--- src/rtl/spi_clk_div_pkg.sv ---
package spi_clk_div_pkg;
    parameter int LIN_W  = 8;
    parameter int POW_W  = 4;
    localparam int CTRL_W = LIN_W + POW_W + 1;
    localparam int HALF_W = (1 << POW_W) - 1;   // holds 2^(2^POW_W - 2)

    typedef struct packed {
        logic             lin_sel;
        logic [POW_W-1:0] pow_n;
        logic [LIN_W-1:0] lin_n;
    } div_cfg_t;

    // Half period of the serial clock in module clock cycles.
    function automatic logic [HALF_W-1:0] half_len_f(div_cfg_t c);
        logic [HALF_W-1:0] r;
        if (c.lin_sel) begin
            r = HALF_W'(c.lin_n) + HALF_W'(1);
        end else if (c.pow_n == '0) begin
            r = HALF_W'(1);
        end else begin
            r = HALF_W'(1) << (c.pow_n - POW_W'(1));
        end
        return r;
    endfunction
endpackage

--- src/rtl/spi_div_cfg.sv ---
module spi_div_cfg
    import spi_clk_div_pkg::*;
(
    input  logic              clk,
    input  logic              rst,
    input  logic [CTRL_W-1:0] ctrl_i,
    output logic [HALF_W-1:0] half_len_o,
    output logic              cfg_change_o
);
    div_cfg_t cfg_now;
    div_cfg_t cfg_prev;

    assign cfg_now = div_cfg_t'(ctrl_i);

    always_ff @(posedge clk) begin
        if (rst) cfg_prev <= '0;
        else     cfg_prev <= cfg_now;
    end

    assign cfg_change_o = (cfg_now != cfg_prev);
    assign half_len_o   = half_len_f(cfg_now);
endmodule

--- src/rtl/spi_div_counter.sv ---
module spi_div_counter
    import spi_clk_div_pkg::*;
(
    input  logic              clk,
    input  logic              rst,
    input  logic              en_i,
    input  logic              restart_i,
    input  logic              cfg_change_i,
    input  logic [HALF_W-1:0] half_len_i,
    output logic              wrap_o,
    output logic              tick_o
);
    logic [HALF_W-1:0] cnt;

    assign wrap_o = en_i && !restart_i && (cnt == half_len_i - HALF_W'(1));

    always_ff @(posedge clk) begin
        if (rst || restart_i || !en_i) begin
            cnt    <= '0;
            tick_o <= 1'b0;
        end else if (wrap_o) begin
            cnt    <= '0;
            tick_o <= 1'b1;
        end else begin
            cnt    <= cnt + HALF_W'(1);
            tick_o <= 1'b0;
        end
    end

    AST_CNT_IN_RANGE: assert property (@(posedge clk) disable iff (rst)
        !cfg_change_i |-> (cnt < half_len_i));
endmodule

--- src/rtl/spi_div_sclk.sv ---
module spi_div_sclk (
    input  logic clk,
    input  logic rst,
    input  logic en_i,
    input  logic start_i,
    input  logic cpol_i,
    input  logic wrap_i,
    output logic sclk_o
);
    always_ff @(posedge clk) begin
        if (rst || !en_i || start_i) sclk_o <= cpol_i;
        else if (wrap_i)             sclk_o <= ~sclk_o;
    end
endmodule

--- src/rtl/spi_clk_divider.sv ---
module spi_clk_divider
    import spi_clk_div_pkg::*;
(
    input  logic              clk,
    input  logic              rst,
    input  logic              en_i,
    input  logic              start_i,
    input  logic              cpol_i,
    input  logic [CTRL_W-1:0] ctrl_i,
    output logic              tick_o,
    output logic              sclk_o
);
    logic [HALF_W-1:0] half_len;
    logic              cfg_change;
    logic              restart;
    logic              wrap;

    assign restart = start_i || cfg_change;

    spi_div_cfg u_cfg (
        .clk          (clk),
        .rst          (rst),
        .ctrl_i       (ctrl_i),
        .half_len_o   (half_len),
        .cfg_change_o (cfg_change)
    );

    spi_div_counter u_cnt (
        .clk          (clk),
        .rst          (rst),
        .en_i         (en_i),
        .restart_i    (restart),
        .cfg_change_i (cfg_change),
        .half_len_i   (half_len),
        .wrap_o       (wrap),
        .tick_o       (tick_o)
    );

    spi_div_sclk u_sclk (
        .clk     (clk),
        .rst     (rst),
        .en_i    (en_i),
        .start_i (start_i),
        .cpol_i  (cpol_i),
        .wrap_i  (wrap),
        .sclk_o  (sclk_o)
    );

    AST_IDLE_LEVEL: assert property (@(posedge clk) disable iff (rst)
        !en_i |=> (sclk_o == $past(cpol_i)));
    AST_IDLE_NO_TICK: assert property (@(posedge clk) disable iff (rst)
        !en_i |=> !tick_o);
    AST_START_SILENT: assert property (@(posedge clk) disable iff (rst)
        start_i |=> (!tick_o && sclk_o == $past(cpol_i)));
    AST_TICK_TOGGLES: assert property (@(posedge clk) disable iff (rst)
        tick_o |-> (sclk_o != $past(sclk_o)));
    AST_CFG_RESTART: assert property (@(posedge clk) disable iff (rst)
        (en_i && !start_i && cfg_change) |=> (!tick_o && $stable(sclk_o)));
endmodule

--- config.mk ---
export PLATFORM = sky130hd
export DESIGN_NAME = spi_clk_divider
export DESIGN_NICKNAME = d
export VERILOG_FILES = /design/src/rtl/spi_clk_div_pkg.sv /design/src/rtl/spi_div_cfg.sv /design/src/rtl/spi_div_counter.sv /design/src/rtl/spi_div_sclk.sv /design/src/rtl/spi_clk_divider.sv
export SDC_FILE = /design/constraint.sdc
export NUM_CORES = 1
export LEC_CHECK = 0
export ABC_AREA = 1
export BUFFER_PORTS_ARGS = -buffer_cell sky130_fd_sc_hd__buf_2
export CORE_ASPECT_RATIO = 0.5
export CORE_MARGIN = 2
export CORE_UTILIZATION = 59
export CTS_BUF_LIST = sky130_fd_sc_hd__clkbuf_4 sky130_fd_sc_hd__clkbuf_8
export CTS_CLUSTER_DIAMETER = 60
export DETAILED_ROUTE_END_ITERATION = 8
export GPL_TIMING_DRIVEN = 0
export PLACE_DENSITY_LB_ADDON = 0.12
export SLEW_MARGIN = 20
export SYNTH_ARGS = -nofsm -noshare
export SYNTH_HDL_FRONTEND = slang
export SYNTH_SLANG_ARGS = --single-unit
--- constraint.sdc ---
create_clock -name clk -period 6 [get_ports clk]
set_input_delay 0 -clock clk [delete_from_list [all_inputs] [get_ports clk]]
set_output_delay 0 -clock clk [all_outputs]
set_load 0.01 [all_outputs]
==> impl_summary.md, run 1 <==
CTS
The clock passes through at most 2 buffers. The maximum level of the CTS H-tree is 2. TritonCTS built the clock tree.

For the worst-skew pair, the clock arrives at the later sink with an insertion delay of 0.28 ns. The clock root buffer is sky130_fd_sc_hd__clkbuf_8. After clock tree synthesis, the clock-pin slew on the worst setup and hold paths is 0.06 ns. Buffers inserted during clock tree synthesis total 5.

The tree built by TritonCTS fans out to 30 sinks.

STA
After layout, the minimum clock period comes to 2.260 ns. The number of endpoints failing setup at the final stage is 0. The hold violation count in the final report is 0. The number of max-slew violations in the final report is 0. The highest attainable clock frequency is 442.5 MHz. Measured against its own limit, the worst slew margin works out to 71.82%. For the final routed database, the setup TNS stands at 0 ns. The share of the clock period used by the worst path is 37.67%.

Setup repair after global routing left no endpoint under its margin. The worst clock skew on the final layout is 0.005212 ns. For the pin with the worst max-slew slack, the measured transition is about 0.42 ns.

Worst setup path
The number of buffers and inverters on the critical path is 3. Data on the critical path is required at its endpoint by 6.17 ns. By instance count, the cell type seen most on the critical path is sky130_fd_sc_hd__nor2_1. The nature of the critical path startpoint is an input port. The critical path endpoint category is a register. On the worst path, the slowest cell contributes a delay of 0.29 ns.

The setup path with the least slack is of type input port to register. The slowest stage of the critical path is the sky130_fd_sc_hd__ha_1 cell. The dominant delay contributor by cell family on the critical path is simple AND/OR/NAND/NOR gates. The maximum fanout along the worst path is 10. The endpoint of the worst register-to-register path is u_cnt.cnt[12]. The number of cells on the worst reg-to-reg path is 9. The slack of the worst reg-to-reg path is 3.97 ns. STA puts the critical path data arrival time at 2.43 ns.

In this run the critical register-to-register path is launched from u_cnt.cnt[0]. Traced cell by cell, the critical path runs through buf_2 -> inv_2 -> nand4_1 -> nor2_1 -> nor2_4 -> ha_1 -> a21oi_1 -> o21a_1 -> nand3_1 -> nor2_1 -> nand4_1 -> nor2_1 -> nand3_1 -> nor2_1 -> nand3_2 -> nand2_4 -> buf_12 -> nor2_4.

GRT
The first global-routing pass estimated 9121 um of wire. The total grt overflow is 0. Global routing consumed, over all layers together, 24.84% of the routing resources. The pin count of the biggest net entering global routing is 11. The via count of the first global-routing pass is 2099. The initial antenna violation count is 0.

Routing
The first-iteration detailed-routing DRC count is 107. The detailed-route wire length per cell is 12.38 um. In the routed design, unresolved DRC markers number 0.

The routed layout has ~2300 vias. Before antenna repair, the detailed router went through 5 iterations. The total wire length after detailed routing is roughly 5500 um. The count of nets left with antenna violations once routing finished came out at 0. The number of vias per cell is 5.150.

Place
The number of buffers inserted by port buffering is 16. The congestion estimate from routability-driven global placement came to 0.8476. After legalization and detailed placement, the total HPWL measured 4345 um.

Cells and area
In the layout the commonest cells are 76 x sky130_fd_sc_hd__nand2_1, 49 x sky130_fd_sc_hd__inv_1, 48 x sky130_fd_sc_hd__nor2_1. The library cell used most frequently in the layout, excluding fill and tap cells, is sky130_fd_sc_hd__nand2_1. The fraction of layout cells with a size suffix above 1 is 23.16%. The final net count is around 410. The layout filler cell count is 356. The repair_antennas step left the layout with diodes totalling 0. From synthesis to final layout, the design area changed by 11.35%.

Power
The post-route total power is 0.4862 mW. The worst-case vdd ir drop is 0.0001011 V. Summed over all cells, the static leakage comes to 1.210 nW. The power density over the cells is roughly 180 mW/mm^2.

Die
The region available for standard cell placement spans 0.003984 mm^2. During I/O placement, the number of pins put on the boundary was 20. The x dimension of the die is 95.92 um. The die is approximately 50 um tall. The initial core utilization is between 60% and 70%. The floorplan die area is 0.004792 mm^2. The site row count is 16.

Synth
The async set or reset register ratio after synthesis is 0%. The number of synthesized flops with an enable pin is 1. The portion of synthesized area spent on multiplexers is 0%.

Among all flip-flop cells after synthesis, the most frequent one is sky130_fd_sc_hd__dfxtp_1. After Yosys synthesis, XOR and XNOR cells account for 9.789% of the synthesized area. The synthesized netlist net count is 386. The adder-cell share of the synthesized area is 1.506%.

In this run, synthesis produced a sequential element count of 30. The share of synthesized area occupied by flip-flops and latches is around 24%. Counting distinct cell types in the post-synthesis netlist gives 37.

The share of the synthesized area in compound gates (AO/OA/AOI/OAI) is 3.715%. Dividing the synthesized area by the synthesized cell count gives 6.828 um^2. The Yosys step of the flow raised 0 warnings. After Yosys synthesis, and, or, nand and nor cells account for between 40% and 50% of the synthesized area. In the synthesized netlist, the number of instances is around 370. The largest family of logic cells by synthesized area is simple AND/OR/NAND/NOR gates. Summing every instance area after synthesis gives 0.002492 mm^2.

Run status
The run finished with clean final reports.

Hold path
The cell depth of the worst hold path is 3. The tightest min-delay check is of the input port to register type. The beginning of the worst hold path is ctrl_i[4]. The hold path endpoint is u_cfg.cfg_prev[4].

Run
Across the run, the number of max-cap violations was 0.
## area by class of cell
class | count | area, um^2 | share of cell area (%)
Timing Repair Buffer | 20 | 120.1 | 4.328
Clock inverter | 1 | 5.005 | 0.1803
Inverter | 57 | 216.5 | 7.800
Sequential cell | 30 | 610.6 | 22.00
Clock buffer | 7 | 90.09 | 3.246
Multi-Input combinational cell | 272 | 1609 | 57.98
Tap cell | 54 | 67.56 | 2.435
Buffer | 6 | 56.30 | 2.029
## layer usage
layer | vias up | GRT usage, % | part of all wire, %
li1 | 1187 | - | -
met1 | 1034 | 34.46 | 49
met2 | 74 | 39.04 | 44
met3 | 7 | 5.505 | 5.9
met4 | 0 | 6.429 | 0.72
met5 | - | 0 | 0
## worst max path at each step
| stage | start | end | slack [ns] | cells after the start |
|---|---|---|---|---|
| after floorplan | ctrl_i[8] | u_cnt.cnt[13] | 3.88 | 18 |
| after global placement | ctrl_i[8] | u_cnt.cnt[6] | 3.57 | 18 |
| after detailed placement | ctrl_i[8] | u_cnt.cnt[0] | 3.46 | 18 |
| after CTS | ctrl_i[8] | u_cnt.cnt[13] | 3.75 | 18 |
| after global routing | ctrl_i[8] | u_cnt.cnt[13] | 3.57 | 18 |
| final | ctrl_i[8] | u_cnt.cnt[13] | 3.74 | 18 |
## cells in the mapped netlist (2+ instances only)
cell type | number | area share [%]
sky130_fd_sc_hd__xnor2_1 | 7 | 2.5
sky130_fd_sc_hd__inv_2 | 7 | 1.1
sky130_fd_sc_hd__nor3_1 | 6 | 1.2
sky130_fd_sc_hd__nor2_4 | 17 | 7.7
sky130_fd_sc_hd__nand3_2 | 8 | 3.2
sky130_fd_sc_hd__nand3_1 | 27 | 5.4
sky130_fd_sc_hd__nand2_2 | 11 | 2.8
sky130_fd_sc_hd__o21a_1 | 2 | 0.60
sky130_fd_sc_hd__or2_2 | 4 | 1.0
sky130_fd_sc_hd__buf_6 | 2 | 0.90
sky130_fd_sc_hd__nand2_1 | 76 | 11
sky130_fd_sc_hd__dfxtp_1 | 29 | 23
sky130_fd_sc_hd__inv_1 | 49 | 7.4
sky130_fd_sc_hd__xor2_1 | 19 | 6.7
sky130_fd_sc_hd__buf_2 | 2 | 0.40
sky130_fd_sc_hd__nor2_1 | 48 | 7.2
sky130_fd_sc_hd__ha_1 | 3 | 1.5
sky130_fd_sc_hd__o21ai_0 | 9 | 1.8
sky130_fd_sc_hd__nor2_2 | 6 | 1.5
sky130_fd_sc_hd__nand3b_1 | 2 | 0.60
sky130_fd_sc_hd__nor3_2 | 2 | 0.80
sky130_fd_sc_hd__nand4_1 | 12 | 3.0
sky130_fd_sc_hd__nand3_4 | 2 | 1.4
sky130_fd_sc_hd__nand2_4 | 2 | 0.90
## kinds of logic (layout without fill, tap and decap cells)
family | Yosys count | in the layout
simple gates | 226 | 226
buf+inv | 63 | 91
flops | 30 | 30
xor+xnor | 27 | 27
compound gates | 16 | 16
fa+ha+maj | 3 | 3
## state kept, by name, indices dropped and copies added (netlist names)
name / cells
u_cfg.cfg_prev: 13
u_cnt.cnt: 15
u_cnt.tick_o: 1
u_sclk.sclk_o: 1
## worst min-delay path: stages
cell and delay, ns:
sky130_fd_sc_hd__buf_2 0.11, sky130_fd_sc_hd__inv_1 0.07, sky130_fd_sc_hd__nor2_1 0.08
## per-stage QoR
step | hold WS (ns) | setup WS, ns | area, um^2 | utilization (%) | cells
4_1_cts | 0.002546 | 3.752 | 2775 | 69.66 | 447
3_3_place_gp | 0.2279 | 3.569 | 2640 | 66.27 | 435
3_5_place_dp | 0.2267 | 3.460 | 2640 | 66.27 | 435
5_1_grt | 0.01829 | 3.566 | 2775 | 69.66 | 447
2_1_floorplan | 0.07238 | 3.878 | 2492 | - | 365
6_report | 0.01248 | 3.740 | 2775 | 69.66 | 447
## what timing repair did
action | in CTS | in global routing
hold buffers | 4 | 0
resized for setup | 0 | 0
hold endpoints to repair | 6 | 0
buffers inserted | 0 | 0
## report_power, final
group | switching, mW | leakage (nW) | internal (mW)
sequential | 0.00215 | 0.247 | 0.206
clock | 0.0765 | 0.0517 | 0.0969
combinational | 0.0662 | 0.911 | 0.0388
total | 0.145 | 1.21 | 0.341
No activity file was read; power rests on OpenSTA's default activity.
==> run 2, diff against run 1 <==
--- a/config.mk
+++ b/config.mk
@@ -5,7 +5,7 @@
 export SDC_FILE = /design/constraint.sdc
 export NUM_CORES = 1
 export LEC_CHECK = 0
-export ABC_AREA = 1
+export ABC_AREA = 0
 export BUFFER_PORTS_ARGS = -buffer_cell sky130_fd_sc_hd__buf_2
 export CORE_ASPECT_RATIO = 0.5
 export CORE_MARGIN = 2
==> constraint.sdc (replaced) <==
create_clock -name clk -period 2.3 [get_ports clk]
set_input_delay 0 -clock clk [delete_from_list [all_inputs] [get_ports clk]]
set_output_delay 0 -clock clk [all_outputs]
set_load 0.01 [all_outputs]
==> run 2 against run 1 <==
  * The flow now finishes with violations (negative hold slack, negative setup slack)
  * Routed wire length increased by 29%
  * Combinational power grew to 3.6 times the previous value
  * Sequential cell count unchanged
  * Cell count shrank 12%
==> impl_summary.md, run 2 <==
Synth
The most common cell in the netlist was sky130_fd_sc_hd__dfxtp_1 (was sky130_fd_sc_hd__nand2_1). The netlist area before placement is 0.002360 mm^2 (was 0.002492 mm^2). The largest area contributor in the synthesized netlist is sky130_fd_sc_hd__dfxtp_1 (unchanged). The post-synthesis register bit count is 30 (unchanged). The dominant synthesized flop cell is sky130_fd_sc_hd__dfxtp_1 (unchanged). Most area-consuming cells after synthesis: sky130_fd_sc_hd__dfxtp_1 25%, sky130_fd_sc_hd__xnor2_1 7.4%, sky130_fd_sc_hd__xor2_1 5.9% (was sky130_fd_sc_hd__dfxtp_1 23%, sky130_fd_sc_hd__nand2_1 11%, sky130_fd_sc_hd__nor2_4 7.7%). The post-synthesis instance total came to 290 (was 365).

The async set or reset register ratio after synthesis was 0% (unchanged). The average instance area after synthesis is 8.137 um^2 (was 6.828 um^2). The number of synthesized flops with an enable pin is 1 (unchanged). The share of synthesized area occupied by flip-flops and latches was 25.87% (was 24.50%). The number of distinct library cell variants in the gate-level netlist after synthesis is 67 (was 37).

Top post-synthesis cells by count: 29 x sky130_fd_sc_hd__dfxtp_1, 23 x sky130_fd_sc_hd__nor2_1, 20 x sky130_fd_sc_hd__xnor2_1 (was 76 x sky130_fd_sc_hd__nand2_1, 49 x sky130_fd_sc_hd__inv_1, 48 x sky130_fd_sc_hd__nor2_1). The fraction of synthesized cell area taken by the top area cell type is 24.60% (was 23.29%). The number of warnings issued by yosys is 0 (unchanged). The synthesized netlist net count is 311 (was 386).

GRT
The total grt overflow was 0 (unchanged). The initial antenna violation count is 0 (unchanged). The via count of the first global-routing pass was 2361 (was 2099). The pin count of the biggest net entering global routing is 11 (unchanged). The global-route wire length before repair is 10760 um (was 9121 um). The total routing usage reported by global routing is 30.68% (was 24.84%).

Hold path
The type of the tightest min-delay check is input port to register (unchanged). The beginning of the worst hold path is ctrl_i[2] (was ctrl_i[4]).

STA
The final worst setup slack is -0.3281 ns (was 3.740 ns). The number of max-slew violations in the final report came to 0 (unchanged). The number of endpoints failing setup at the final stage is 17 (was 0). The slew at the pin closest to its max-slew limit is 0.7006 ns (was 0.4227 ns). The worst clock skew on the final layout came to 0.005131 ns (was 0.005212 ns). The worst path uses 114.3% of the clock period. Static timing analysis puts the maximum clock frequency at 380.5 MHz.

RSZ-0062 raised after global routing: true (was false). The hold violation count in the final report is 1 (was 0). Subtracting the final worst setup slack from the clock period gives 2.628 ns.

The headroom to the max-slew limit was 53.29% (was 71.82%). The worst hold margin is -0.003695 ns (was 0.01248 ns). The post-route setup TNS is -4.129 ns (was 0 ns).

Routing
The number of design rule violations left after detail routing was 0 (unchanged). The first-iteration detailed-routing DRC count is 259 (was 107). The detailed-route wire length per cell is 18.13 um (was 12.38 um).

The routed length on met1 is 2952 um (was 2726 um). The uppermost metal layer occupied by signal nets is met4 (unchanged). The detailed-routed wire length on met2 is 3418 um (was 2440 um). The number of optimization iterations in the first detailed-route pass came to 5 (unchanged). The number of vias per cell was 6.124 (was 5.150).

The overall via count from detail_route came to 2419 (was 2302). The antenna violation net count after detailed routing came to 0 (unchanged). The total wire length after detailed routing is 7160 um (was 5533 um). The detailed route wirelength on metal3 was 574 um (was 325 um).

Place
The detailed-placement wirelength estimate is 4543 um (was 4345 um). The weighted congestion reported at the end of routability-driven placement was 0.9376 (was 0.8476). The setup slack at placement was -1.335 ns (was 3.460 ns).

The number of buffers inserted by port buffering is 16 (unchanged).

Worst setup path
The data arrival time of the critical path is 2.66 ns (was 2.43 ns). The dominant delay contributor by cell family on the critical path is simple AND/OR/NAND/NOR gates (unchanged). The number of buffers and inverters on the critical path was 5 (was 3). The most prevalent standard cell on the critical path is sky130_fd_sc_hd__buf_8 (was sky130_fd_sc_hd__nor2_1). The first element of the critical path is ctrl_i[12] (was ctrl_i[8]). The highest-delay cell along the critical path is sky130_fd_sc_hd__or3_4 (was sky130_fd_sc_hd__ha_1). The slack of the worst reg-to-reg path is -0.22 ns (was 3.97 ns).

The largest incremental delay on the critical path is 0.44 ns (was 0.29 ns). The critical path class is input port to register (unchanged). The critical path endpoint category is a register (unchanged). The data required time of the critical path is 2.33 ns (was 6.17 ns). The maximum fanout along the worst path is 8 (was 10). The worst flop-to-flop path startpoint is u_cfg.cfg_prev[10] (was u_cnt.cnt[0]).

Cell-by-cell trace of the critical path: buf_8 -> buf_8 -> buf_8 -> a22oi_2 -> ha_2 -> inv_1 -> a221o_1 -> or3_4 -> nor2_4 -> and4_4 -> o32ai_4 -> nor4_4 -> buf_6 -> or2_4 (was buf_2 -> inv_2 -> nand4_1 -> nor2_1 -> nor2_4 -> ha_1 -> a21oi_1 -> o21a_1 -> nand3_1 -> nor2_1 -> nand4_1 -> nor2_1 -> nand3_1 -> nor2_1 -> nand3_2 -> nand2_4 -> buf_12 -> nor2_4). The nature of the critical path startpoint is an input port (unchanged).

Cells and area
The flip-flop count of the largest register, all copies and words added came to 15 (unchanged). The fraction of layout cells with a size suffix above 1 is 33.43% (was 23.16%). Commonest cells after routing, fill and taps aside: 29 x sky130_fd_sc_hd__dfxtp_1, 26 x sky130_fd_sc_hd__buf_4, 20 x sky130_fd_sc_hd__xnor2_1 (was 76 x sky130_fd_sc_hd__nand2_1, 49 x sky130_fd_sc_hd__inv_1, 48 x sky130_fd_sc_hd__nor2_1). The number of inserted diodes is 0 (unchanged).

The largest register by flop count is u_cnt.cnt (unchanged). The growth of design area from synthesis to finish is 33.25% (was 11.35%). The most common cell after layout, fill and taps aside is sky130_fd_sc_hd__dfxtp_1 (was sky130_fd_sc_hd__nand2_1). Largest regs: u_cnt.cnt: 15 flops, u_cfg.cfg_prev: 13 flops (unchanged).

The final net count is 361 (was 413).

Die
The overall die height is 48.72 um (was 49.96 um). The x dimension of the die is 93.44 um (was 95.92 um). The floorplan die area is 0.004552 mm^2 (was 0.004792 mm^2).

The core outline area is 0.003864 mm^2 (was 0.003984 mm^2). The site row count is 16 (unchanged). The number of top-level design ports is 20 (unchanged).

The initial core utilization was 61.08% (was 62.56%).

CTS
The clock root buffer is sky130_fd_sc_hd__clkbuf_8 (unchanged). The total clock sinks is 30 (unchanged). The source-to-sink clock delay at the later pin of the worst-skew pair is 0.30 ns (was 0.28 ns). The CTS buffer count is 5 (unchanged).

The clock transition time at the flip-flop clock pins of the worst setup and hold paths is 0.07 ns (was 0.06 ns). The CTS tree is done (unchanged). The maximum count of clock buffers along a single path is 2 (unchanged). The maximum level of the CTS H-tree is 2 (unchanged).

Power
The power density over the cells is 440.6 mW/mm^2 (was 175.2 mW/mm^2). The power dissipated by switching net loads is 0.4289 mW (was 0.1449 mW). The combinational share of power is 27.4% (was 21.6%). The internal power consumption came to 0.9565 mW (was 0.3413 mW). The post-route total power is 1.385 mW (was 0.4862 mW). The net switching share of the total power is 30.96% (was 29.80%). The clock network power share is 33.4% (was 35.7%). The leakage power summed over all cells is 1.131 nW (was 1.210 nW).

The power share of the sequential group was 39.2% (was 42.7%). The worst-case vdd ir drop is 0.0002880 V (was 0.0001011 V).

Run status
The final reports fail on negative hold slack, negative setup slack. Outcome: finished, violations left (was finished, final reports clean).

Run
The count of max-cap constraint violations is 0 (unchanged).
## run 2: cell types whose count changed after synthesis, sizes merged, moves of 11 or more
cell    change
clkbuf     +11
inv        -48
nand2      -71
nand3      -20
nor2       -49
nor2b      +12
nor3       +18
xnor2      +14
## run 2: through the flow
stage / hold WS, ns / cell area (um^2) / util (%) / instances
after CTS: 0.0006562 / 2988 / 77.33 / 387
after global routing: 0.01116 / 3144 / 81.38 / 395
final: -0.003695 / 3144 / 81.38 / 395
after floorplan: 0.07161 / 2402 / - / 290
after global placement: 0.2311 / 2550 / 66.00 / 360
after detailed placement: 0.2404 / 2550 / 66.00 / 360
## run 2: cells by family after synthesis
| kind of cell | count (synthesis) | synth area share, % |
|---|---|---|
| and+or+nand+nor | 149 | 38.92 |
| AOI/OAI and AO/OA | 41 | 12.94 |
| xor gates and xnor gates | 37 | 14.05 |
| DFF | 30 | 25.88 |
| buffers and inverters | 26 | 4.877 |
| muxes | 4 | 1.750 |
| adders and majority gates | 3 | 1.591 |
## run 2: cell type report
type / count / area (um^2)
plain buffers: 16 / 122.6
clock buffers: 6 / 82.58
clock inverters: 2 / 12.51
fillers: 223 / 719.4
inverters: 9 / 33.78
multi-input cells: 234 / 1849
flip-flops and latches: 30 / 610.6
well taps: 54 / 67.56
repair buffers: 44 / 365.4
## run 2: routing by layer
| metal | vias to the layer above | track usage [%] |
|---|---|---|
| met3 | 26 | 6.075 |
| met5 | - | 0 |
| met1 | 1135 | 38.48 |
| met4 | 0 | 13.24 |
| met2 | 126 | 51.56 |
| li1 | 1132 | - |
## run 2: repair_timing
| item | 4_1_cts | 5_1_grt |
|---|---|---|
| gates resized for setup | 40 | 31 |
| setup buffers | 16 | 10 |
| endpoints found under the hold margin | 4 | 0 |
| gates cloned | 1 | 0 |
| setup endpoints to repair | 17 | 17 |
| hold buffers | 2 | 0 |
| pin swaps | 17 | 13 |
## run 2: path summary, 6_finish.rpt
check | endpoint | cells past startpoint
worst max register to register | u_sclk.sclk_o | 9
worst min-delay path | u_cfg.cfg_prev[2] | 2
worst max-delay path | u_sclk.sclk_o | 14
worst min register to register | u_cnt.cnt[0] | 1
## run 2: power by group through the flow
stage / sequential, mW / clock [mW] / combinational [mW]
after floorplan: 0.554 / 0 / 0.197
after global placement: 0.553 / 0 / 0.258
after detailed placement: 0.554 / 0 / 0.266
after CTS: 0.542 / 0.456 / 0.325
after global routing: 0.544 / 0.482 / 0.407
final: 0.543 / 0.463 / 0.380
